`src/rtl/dqs_gate_cal_pkg.sv`:
```
package dqs_gate_cal_pkg;
  localparam int HIST_LEN = 9;
  localparam logic [1:0] LV_LO   = 2'b00;
  localparam logic [1:0] LV_HI   = 2'b01;
  localparam logic [1:0] LV_X    = 2'b10;
  localparam logic [1:0] LV_NONE = 2'b11;
  // third-edge signature, oldest entry in the top bits
  localparam logic [2*HIST_LEN-1:0] EDGE3_SIG =
    {LV_LO, LV_LO, LV_LO, LV_X, LV_HI, LV_X, LV_LO, LV_X, LV_HI};
  localparam logic [2*HIST_LEN-1:0] HIST_EMPTY = {HIST_LEN{LV_NONE}};
  typedef enum logic [2:0] {
    ST_IDLE, ST_SMP, ST_EVAL, ST_STEP, ST_DONE, ST_FAIL
  } seq_state_t;
endpackage

```
`src/rtl/dgc_seq.sv`:
```
module dgc_seq
  import dqs_gate_cal_pkg::*;
#(
  parameter int NTAP   = 16,
  parameter int NRDEN  = 4,
  parameter int NBURST = 32,
  parameter int FINE_W = 5,
  parameter int LAT_W  = 6,
  localparam int TAP_W = $clog2(NTAP),
  localparam int RD_W  = (NRDEN > 1) ? $clog2(NRDEN) : 1,
  localparam int CNT_W = $clog2(NBURST)
) (
  input  logic              clk,
  input  logic              rst,
  input  logic              start,
  input  logic [LAT_W-1:0]  exp_lat,
  input  logic              all_locked,
  input  logic              burst_ack,
  output logic              burst_req,
  output logic              smp_en,
  output logic              grp_end,
  output logic              cal_start,
  output logic              pass_clr,
  output logic [TAP_W-1:0]  tap_q,
  output logic [LAT_W-1:0]  lat_q,
  output logic [FINE_W-1:0] fine_q,
  output logic              done,
  output logic              fail
);
  localparam logic [TAP_W-1:0]  TAP_LAST  = TAP_W'(NTAP - 1);
  localparam logic [RD_W-1:0]   RD_LAST   = RD_W'(NRDEN - 1);
  localparam logic [CNT_W-1:0]  CNT_LAST  = CNT_W'(NBURST - 1);
  localparam logic [FINE_W-1:0] FINE_HALF = {1'b1, {(FINE_W-1){1'b0}}};
  localparam logic [FINE_W-1:0] FINE_ONE  = FINE_W'(1);

  seq_state_t        state;
  logic [CNT_W-1:0]  cnt_q;
  logic [RD_W-1:0]   rd_q;
  logic [LAT_W-1:0]  lat_base_q;
  logic              idle, pass_end;

  assign idle      = (state == ST_IDLE) || (state == ST_DONE) || (state == ST_FAIL);
  assign cal_start = start && idle;
  assign burst_req = (state == ST_SMP);
  assign smp_en    = (state == ST_SMP) && burst_ack;
  assign grp_end   = (state == ST_EVAL);
  assign pass_end  = (state == ST_STEP) && !all_locked &&
                     (tap_q == TAP_LAST) && (rd_q == RD_LAST);
  assign pass_clr  = pass_end && (fine_q != FINE_ONE);

  always_ff @(posedge clk) begin
    if (rst) begin
      state      <= ST_IDLE;
      cnt_q      <= '0;
      tap_q      <= '0;
      rd_q       <= '0;
      lat_q      <= '0;
      lat_base_q <= '0;
      fine_q     <= '0;
      done       <= 1'b0;
      fail       <= 1'b0;
    end else if (cal_start) begin
      state      <= ST_SMP;
      cnt_q      <= '0;
      tap_q      <= '0;
      rd_q       <= '0;
      lat_q      <= exp_lat - LAT_W'(2);
      lat_base_q <= exp_lat - LAT_W'(2);
      fine_q     <= '0;
      done       <= 1'b0;
      fail       <= 1'b0;
    end else begin
      case (state)
        ST_SMP: if (burst_ack) begin
          cnt_q <= cnt_q + CNT_W'(1);
          if (cnt_q == CNT_LAST) state <= ST_EVAL;
        end
        ST_EVAL: state <= ST_STEP;
        ST_STEP: begin
          cnt_q <= '0;
          if (all_locked) begin
            state <= ST_DONE;
            done  <= 1'b1;
          end else if (tap_q != TAP_LAST) begin
            tap_q <= tap_q + TAP_W'(1);
            state <= ST_SMP;
          end else if (rd_q != RD_LAST) begin
            tap_q <= '0;
            rd_q  <= rd_q + RD_W'(1);
            lat_q <= lat_q + LAT_W'(1);
            state <= ST_SMP;
          end else if (fine_q == FINE_ONE) begin
            state <= ST_FAIL;
            fail  <= 1'b1;
          end else begin
            tap_q  <= '0;
            rd_q   <= '0;
            lat_q  <= lat_base_q;
            fine_q <= (fine_q == '0) ? FINE_HALF : (fine_q >> 1);
            state  <= ST_SMP;
          end
        end
        default: ;
      endcase
    end
  end

  p_tap_fixed_in_group_r4: assert property (@(posedge clk) disable iff (rst)
    (state == ST_SMP && $past(state == ST_SMP)) |-> ($stable(tap_q) && $stable(lat_q)));
  p_fine_halves_r8: assert property (@(posedge clk) disable iff (rst)
    (fine_q != '0 && $past(fine_q) != '0 && fine_q != $past(fine_q))
      |-> (fine_q == ($past(fine_q) >> 1)));
  p_done_fail_excl_r8: assert property (@(posedge clk) disable iff (rst)
    !(done && fail));
  p_no_req_when_finished_r2: assert property (@(posedge clk) disable iff (rst)
    burst_req |-> (!done && !fail));
endmodule

```
`src/rtl/dgc_lane.sv`:
```
module dgc_lane
  import dqs_gate_cal_pkg::*;
#(
  parameter int TAP_W  = 4,
  parameter int LAT_W  = 6,
  parameter int FINE_W = 5
) (
  input  logic              clk,
  input  logic              rst,
  input  logic              cal_start,
  input  logic              pass_clr,
  input  logic              smp_en,
  input  logic              smp,
  input  logic              grp_end,
  input  logic [TAP_W-1:0]  cur_tap,
  input  logic [LAT_W-1:0]  cur_lat,
  input  logic [FINE_W-1:0] cur_fine,
  output logic              locked,
  output logic [TAP_W-1:0]  tap_o,
  output logic [LAT_W-1:0]  lat_o,
  output logic [FINE_W-1:0] fine_o
);
  localparam int HW = 2 * HIST_LEN;

  logic [HW-1:0]     hist_q, hist_nx;
  logic              first_q, have_q, diff_q;
  logic [1:0]        lvl;
  logic [TAP_W-1:0]  frz_tap;
  logic [LAT_W-1:0]  frz_lat;
  logic [FINE_W-1:0] frz_fine;

  assign lvl     = diff_q ? LV_X : (first_q ? LV_HI : LV_LO);
  assign hist_nx = {hist_q[HW-3:0], lvl};

  always_ff @(posedge clk) begin
    if (rst || cal_start) begin
      hist_q   <= HIST_EMPTY;
      first_q  <= 1'b0;
      have_q   <= 1'b0;
      diff_q   <= 1'b0;
      locked   <= 1'b0;
      frz_tap  <= '0;
      frz_lat  <= '0;
      frz_fine <= '0;
    end else begin
      if (pass_clr) hist_q <= HIST_EMPTY;
      if (smp_en) begin
        if (!have_q) begin
          first_q <= smp;
          have_q  <= 1'b1;
          diff_q  <= 1'b0;
        end else if (smp != first_q) begin
          diff_q <= 1'b1;
        end
      end
      if (grp_end) begin
        hist_q <= hist_nx;
        have_q <= 1'b0;
        if (!locked && hist_nx == EDGE3_SIG) begin
          locked   <= 1'b1;
          frz_tap  <= cur_tap;
          frz_lat  <= cur_lat;
          frz_fine <= cur_fine;
        end
      end
    end
  end

  assign tap_o  = locked ? frz_tap  : cur_tap;
  assign lat_o  = locked ? frz_lat  : cur_lat;
  assign fine_o = locked ? frz_fine : cur_fine;

  p_lock_on_sig_r5: assert property (@(posedge clk) disable iff (rst)
    $rose(locked) |-> (hist_q == EDGE3_SIG));
  p_frozen_r6: assert property (@(posedge clk) disable iff (rst)
    (locked && $past(locked)) |-> ($stable(tap_o) && $stable(lat_o) && $stable(fine_o)));
endmodule

```
`src/rtl/dqs_gate_cal.sv`:
```
module dqs_gate_cal
  import dqs_gate_cal_pkg::*;
#(
  parameter int NLANE  = 8,
  parameter int NTAP   = 16,
  parameter int NRDEN  = 4,
  parameter int NBURST = 32,
  parameter int FINE_W = 5,
  parameter int LAT_W  = 6,
  localparam int TAP_W = $clog2(NTAP)
) (
  input  logic                    clk,
  input  logic                    rst,
  input  logic                    start,
  input  logic [LAT_W-1:0]        exp_lat,
  output logic                    burst_req,
  input  logic                    burst_ack,
  input  logic [NLANE-1:0]        dqs_smp,
  output logic [NLANE*TAP_W-1:0]  lane_tap,
  output logic [NLANE*LAT_W-1:0]  lane_lat,
  output logic [NLANE*FINE_W-1:0] lane_fine,
  output logic [NLANE-1:0]        lock_mask,
  output logic                    done,
  output logic                    fail
);
  logic              smp_en, grp_end, cal_start, pass_clr;
  logic [TAP_W-1:0]  tap_q;
  logic [LAT_W-1:0]  lat_q;
  logic [FINE_W-1:0] fine_q;

  dgc_seq #(.NTAP(NTAP), .NRDEN(NRDEN), .NBURST(NBURST),
            .FINE_W(FINE_W), .LAT_W(LAT_W)) seq_i (
    .clk(clk), .rst(rst), .start(start), .exp_lat(exp_lat),
    .all_locked(&lock_mask), .burst_ack(burst_ack), .burst_req(burst_req),
    .smp_en(smp_en), .grp_end(grp_end), .cal_start(cal_start),
    .pass_clr(pass_clr), .tap_q(tap_q), .lat_q(lat_q), .fine_q(fine_q),
    .done(done), .fail(fail)
  );

  for (genvar i = 0; i < NLANE; i++) begin : g_lane
    dgc_lane #(.TAP_W(TAP_W), .LAT_W(LAT_W), .FINE_W(FINE_W)) lane_i (
      .clk(clk), .rst(rst), .cal_start(cal_start), .pass_clr(pass_clr),
      .smp_en(smp_en), .smp(dqs_smp[i]), .grp_end(grp_end),
      .cur_tap(tap_q), .cur_lat(lat_q), .cur_fine(fine_q),
      .locked(lock_mask[i]),
      .tap_o(lane_tap[i*TAP_W +: TAP_W]),
      .lat_o(lane_lat[i*LAT_W +: LAT_W]),
      .fine_o(lane_fine[i*FINE_W +: FINE_W])
    );
  end

  p_done_all_locked_r8: assert property (@(posedge clk) disable iff (rst)
    done |-> (&lock_mask));
  p_lock_sticky_r6: assert property (@(posedge clk) disable iff (rst)
    !$past(start) |-> ((lock_mask & $past(lock_mask)) == $past(lock_mask)));
endmodule

```
`config.mk`:
```
export PLATFORM = sky130hd
export DESIGN_NAME = dqs_gate_cal
export DESIGN_NICKNAME = d
export VERILOG_FILES = /design/src/rtl/dqs_gate_cal_pkg.sv /design/src/rtl/dgc_seq.sv /design/src/rtl/dgc_lane.sv /design/src/rtl/dqs_gate_cal.sv
export SDC_FILE = /design/constraint.sdc
export NUM_CORES = 1
export LEC_CHECK = 0
export BUFFER_PORTS_ARGS = -buffer_cell sky130_fd_sc_hd__buf_2
export CORE_ASPECT_RATIO = 0.7
export CORE_MARGIN = 2
export CORE_UTILIZATION = 65
export CTS_BUF_LIST = sky130_fd_sc_hd__clkbuf_8
export DETAILED_ROUTE_END_ITERATION = 7
export PLACE_DENSITY = 0.84
export SLEW_MARGIN = 20
export SYNTH_ARGS = -nofsm -noshare
export SYNTH_HDL_FRONTEND = slang
export SYNTH_SLANG_ARGS = --single-unit
```
`constraint.sdc`:
```
create_clock -name clk -period 3.4 [get_ports clk]
set_input_delay 0.68 -clock clk [delete_from_list [all_inputs] [get_ports clk]]
set_output_delay 0.68 -clock clk [all_outputs]
set_load 0.02 [all_outputs]
```
==> qor.yml <==
worst_setup_path:
  crit_path_max_incr_delay_ps: 990
  worst_r2r_endpoint: "g_lane[3].lane_i.frz_fine[1]"
  crit_chain: "mux2_2 > buf_2"
  worst_setup_path_start_kind: "register"
  timing.critical_path.max_delay_family: "flip-flops"
  cp-end-kind: "output pin"
  critPathRequiredTime_ps: 2720
  ff2ff_path_depth: 5
  critPathBufInv: 1
  crit-reg2reg-launch: "seq_i.state[1]"
  setup.reg_to_reg.worst_slack_ps: 640
  data_arrival_time_at_the_worst_slack_endpoint_ps: 2170
  path_max_fanout: 20
  setup.worst_path.class: "register to output pin"
  worst_path_max_delay_cell: "sky130_fd_sc_hd__dfxtp_1"
synth:
  yosys_warnings: 0
  seq_area_frac_synth: 0.4286
  synthArstFlopShare: 0
  synth-main-ff-cell: "sky130_fd_sc_hd__dfxtp_1"
  syn-instance-count: 1631
  netlist_area_um2: 14290
  syn-num-nets: 1655
  synth.distinct_cells: 57
  synth_enable_flop_cells: 0
  synth-seq-cells: 306
  syn_area_per_cell_um2: 8.764
sta:
  fin_skew_ps: 23.71
  timing_worst_slew_pin_value_ps: 1016
  final_max_slew_viol_count: 0
  final.setup.worst_slack_ps: 546.0
  min_period_ps: 2854
  rsz0062_at_grt: "false"
  final-hold-violation-count: 0
  setup_total_negative_slack_ps: 0
  timing.final.setup_violations: 0
  worst_slew_margin_rel: 0.3218
  max_clock_freq_ghz: 0.3504
  post-route-period-util: 0.8394
  finalHoldWorstSlack_ps: 360.8
clock_tree:
  clkTransAtPathRegs_ps: 60
  cts.sink_count: 306
  cts_root_buffer: "sky130_fd_sc_hd__clkbuf_8"
  cts_setup_buffers: 0
  htree_num_levels: 2
  clock_insertion_delay_worst_skew_ps: 570
  tritoncts_clock_tree: "done"
  cts_buffer_depth: 3
  post_cts_hold_buffer_count: 0
  post_cts.resized_instances: 0
  cts_inserted_buffers: 45
drt:
  post_route_drc: 0
  drtAntennaViolNets: 0
  total_wirelength_mm: 37.85
  dr_total_vias: 12572
  route.detailed.wl_per_inst_um: 18.91
  1st_pass_router_iterations: 7
  drt-vias-per-instance: 6.280
  drt_iter0_drc: 1266
place:
  io_buffers: 148
  dp_hpwl_mm: 23.98
  pre_cts_slack_ps: 797.9
  gp_routability_congestion: 0.8649
run:
  max_cap_viol_count: 0
min_path:
  hold_path_startpoint: "exp_lat[1]"
  timing.hold.worst_path_depth: 2
  whs_endpoint: "seq_i.lat_base_q[1]"
  min-delay-path-class: "primary input to register"
global_route:
  grt_max_degree: 153
  grt_pass1_wl_mm: 60.09
  grt_antenna_before_repair: 1
  first_global_vias: 11745
  grt.total_usage: 0.3164
  globalRoute.totalOverflow: 0
floorplanning:
  pin_count: 149
  floorplan.rows: 45
  die-height_um: 128.1
  floorplan.die.width_um: 181.2
  design.core.area_um2: 21620
  dieArea_um2: 23210
  floorplan.initialDensity: 0.6611
cells_and_area:
  layout-area-overhead-vs-synth_pct: 9.244
  drive_gt1_frac: 0.2762
  nNetsFinal: 1715
  antennaDiodeCount: 0
  num-fill-cells: 1623
  final_core_utilization: 0.7222
power:
  static-leakage-power_uw: 0.006377
  power-per-cell-area_nw_per_um2: 439.5
  peakVddDrop_mv: 0.2868
outcome:
  outcome: "finished, final reports clean"
-- layer usage --
layer / routed length (um) / part of all wire / global-route usage
met5: 0 / 0 / 0
met4: 951 / 0.025 / 0.1100
met3: 3473 / 0.092 / 0.06136
met2: 17690 / 0.47 / 0.5159
met1: 15740 / 0.42 / 0.4238
-- cell type report --
type	count	area (um2)	area share
Inverter	6	22.52	0.001442
Clock inverter	23	97.59	0.006250
Multi-Input combinational cell	1156	7286	0.4666
Tap cell	282	352.8	0.02260
Sequential cell	306	6126	0.3923
Timing Repair Buffer	176	1001	0.06410
Clock buffer	53	729.5	0.04671
-- sequential cells by signal (all words and copies together), names as in the netlist --
name                    cells
g_lane.lane_i.diff_q        8
g_lane.lane_i.first_q       8
g_lane.lane_i.frz_fine     40
g_lane.lane_i.frz_lat      48
g_lane.lane_i.frz_tap      32
g_lane.lane_i.have_q        1
g_lane.lane_i.hist_q      128
g_lane.lane_i.locked        8
seq_i.cnt_q                 5
seq_i.done                  1
seq_i.fail                  1
seq_i.fine_q                5
seq_i.lat_base_q            6
seq_i.lat_q                 6
seq_i.rd_q                  2
seq_i.state                 3
seq_i.tap_q                 4
-- where the power goes --
part,internal [uW],switching (uW)
clock,1410,1400
combinational,136,264
sequential,3600,55.4
-- Yosys cell counts, drive strengths merged (3+ instances only) --
| master | n | area (um2) |
|---|---|---|
| nor3 | 14 | 70.07 |
| o21a | 3 | 22.52 |
| a21oi | 164 | 820.8 |
| nor2 | 38 | 142.6 |
| or3 | 4 | 25.02 |
| mux2 | 120 | 1351 |
| nand2 | 282 | 1059 |
| or4 | 5 | 52.55 |
| nor3b | 3 | 33.78 |
| nor4b | 10 | 102.6 |
| nand3 | 252 | 1762 |
| o211ai | 7 | 52.55 |
| a211oi | 6 | 57.56 |
| nor4bb | 8 | 80.08 |
| nor4 | 9 | 116.4 |
| o21ai | 131 | 655.6 |
| xnor2 | 3 | 26.28 |
| inv | 6 | 22.52 |
| dfxtp | 306 | 6126 |
| nand2b | 8 | 50.05 |
| nand3b | 6 | 45.04 |
| mux2i | 6 | 60.06 |
| ha | 6 | 75.07 |
| buf | 75 | 540.5 |
| and4 | 13 | 113.9 |
| clkbuf | 88 | 335.3 |
| or4b | 6 | 82.58 |
| nand4 | 15 | 93.84 |
| xor2 | 14 | 122.6 |
-- worst reg2reg max path, cell delays in order, from the launching register on --
cell,delay (ps)
sky130_fd_sc_hd__dfxtp_1,480
sky130_fd_sc_hd__nor3b_4,660
sky130_fd_sc_hd__buf_4,360
sky130_fd_sc_hd__nand4_1,620
sky130_fd_sc_hd__o21ai_1,370
sky130_fd_sc_hd__a21oi_1,110
-- layout by cell type (no fill, tap or decap), drive strengths merged, types with 4 or more instances in the layout --
master / n
a211oi: 6
a21oi: 164
and4: 13
buf: 176
clkbuf: 53
dfxtp: 306
ha: 6
inv: 24
mux2: 120
mux2i: 6
nand2: 282
nand2b: 8
nand3: 252
nand3b: 6
nand4: 15
nor2: 38
nor3: 14
nor4: 9
nor4b: 10
nor4bb: 8
o211ai: 7
o21ai: 131
or3: 4
or4: 5
or4b: 6
xor2: 14
-- how the worst max path moves through the flow --
stage	from	endpoint	slack, ps	depth (start not counted)
floorplan	g_lane[1].lane_i.locked	lane_fine[8]	1460	3
global placement	seq_i.state[1]	g_lane[3].lane_i.frz_lat[5]	900	5
detailed placement	seq_i.state[1]	g_lane[3].lane_i.frz_fine[1]	800	5
CTS	g_lane[0].lane_i.locked	lane_fine[1]	590	2
global route	seq_i.state[1]	g_lane[3].lane_i.frz_tap[3]	490	5
finish	g_lane[0].lane_i.locked	lane_fine[1]	550	2
-- cell families (layout without fill, tap and decap cells) --
family / count (synthesis) / in the layout / synth area share
buffers and inverters: 169 / 258 / 0.06285
adders and majority gates: 6 / 6 / 0.005252
muxes: 126 / 126 / 0.09874
xor gates and xnor gates: 17 / 17 / 0.01042
and+or+nand+nor: 681 / 681 / 0.2717
AOI/OAI and AO/OA: 326 / 326 / 0.1225
DFF: 306 / 306 / 0.4286
-- metrics by stage --
step                      instances  instance area [um2]  total power, uW
after floorplan                1631                14290             4019
after global placement         1926                14790             4126
after detailed placement       1926                14790             4130
after CTS                      2002                15620             6871
after global routing           2002                15620             7054
final                          2002                15620             6863
No activity file was read; power rests on OpenSTA's default activity.
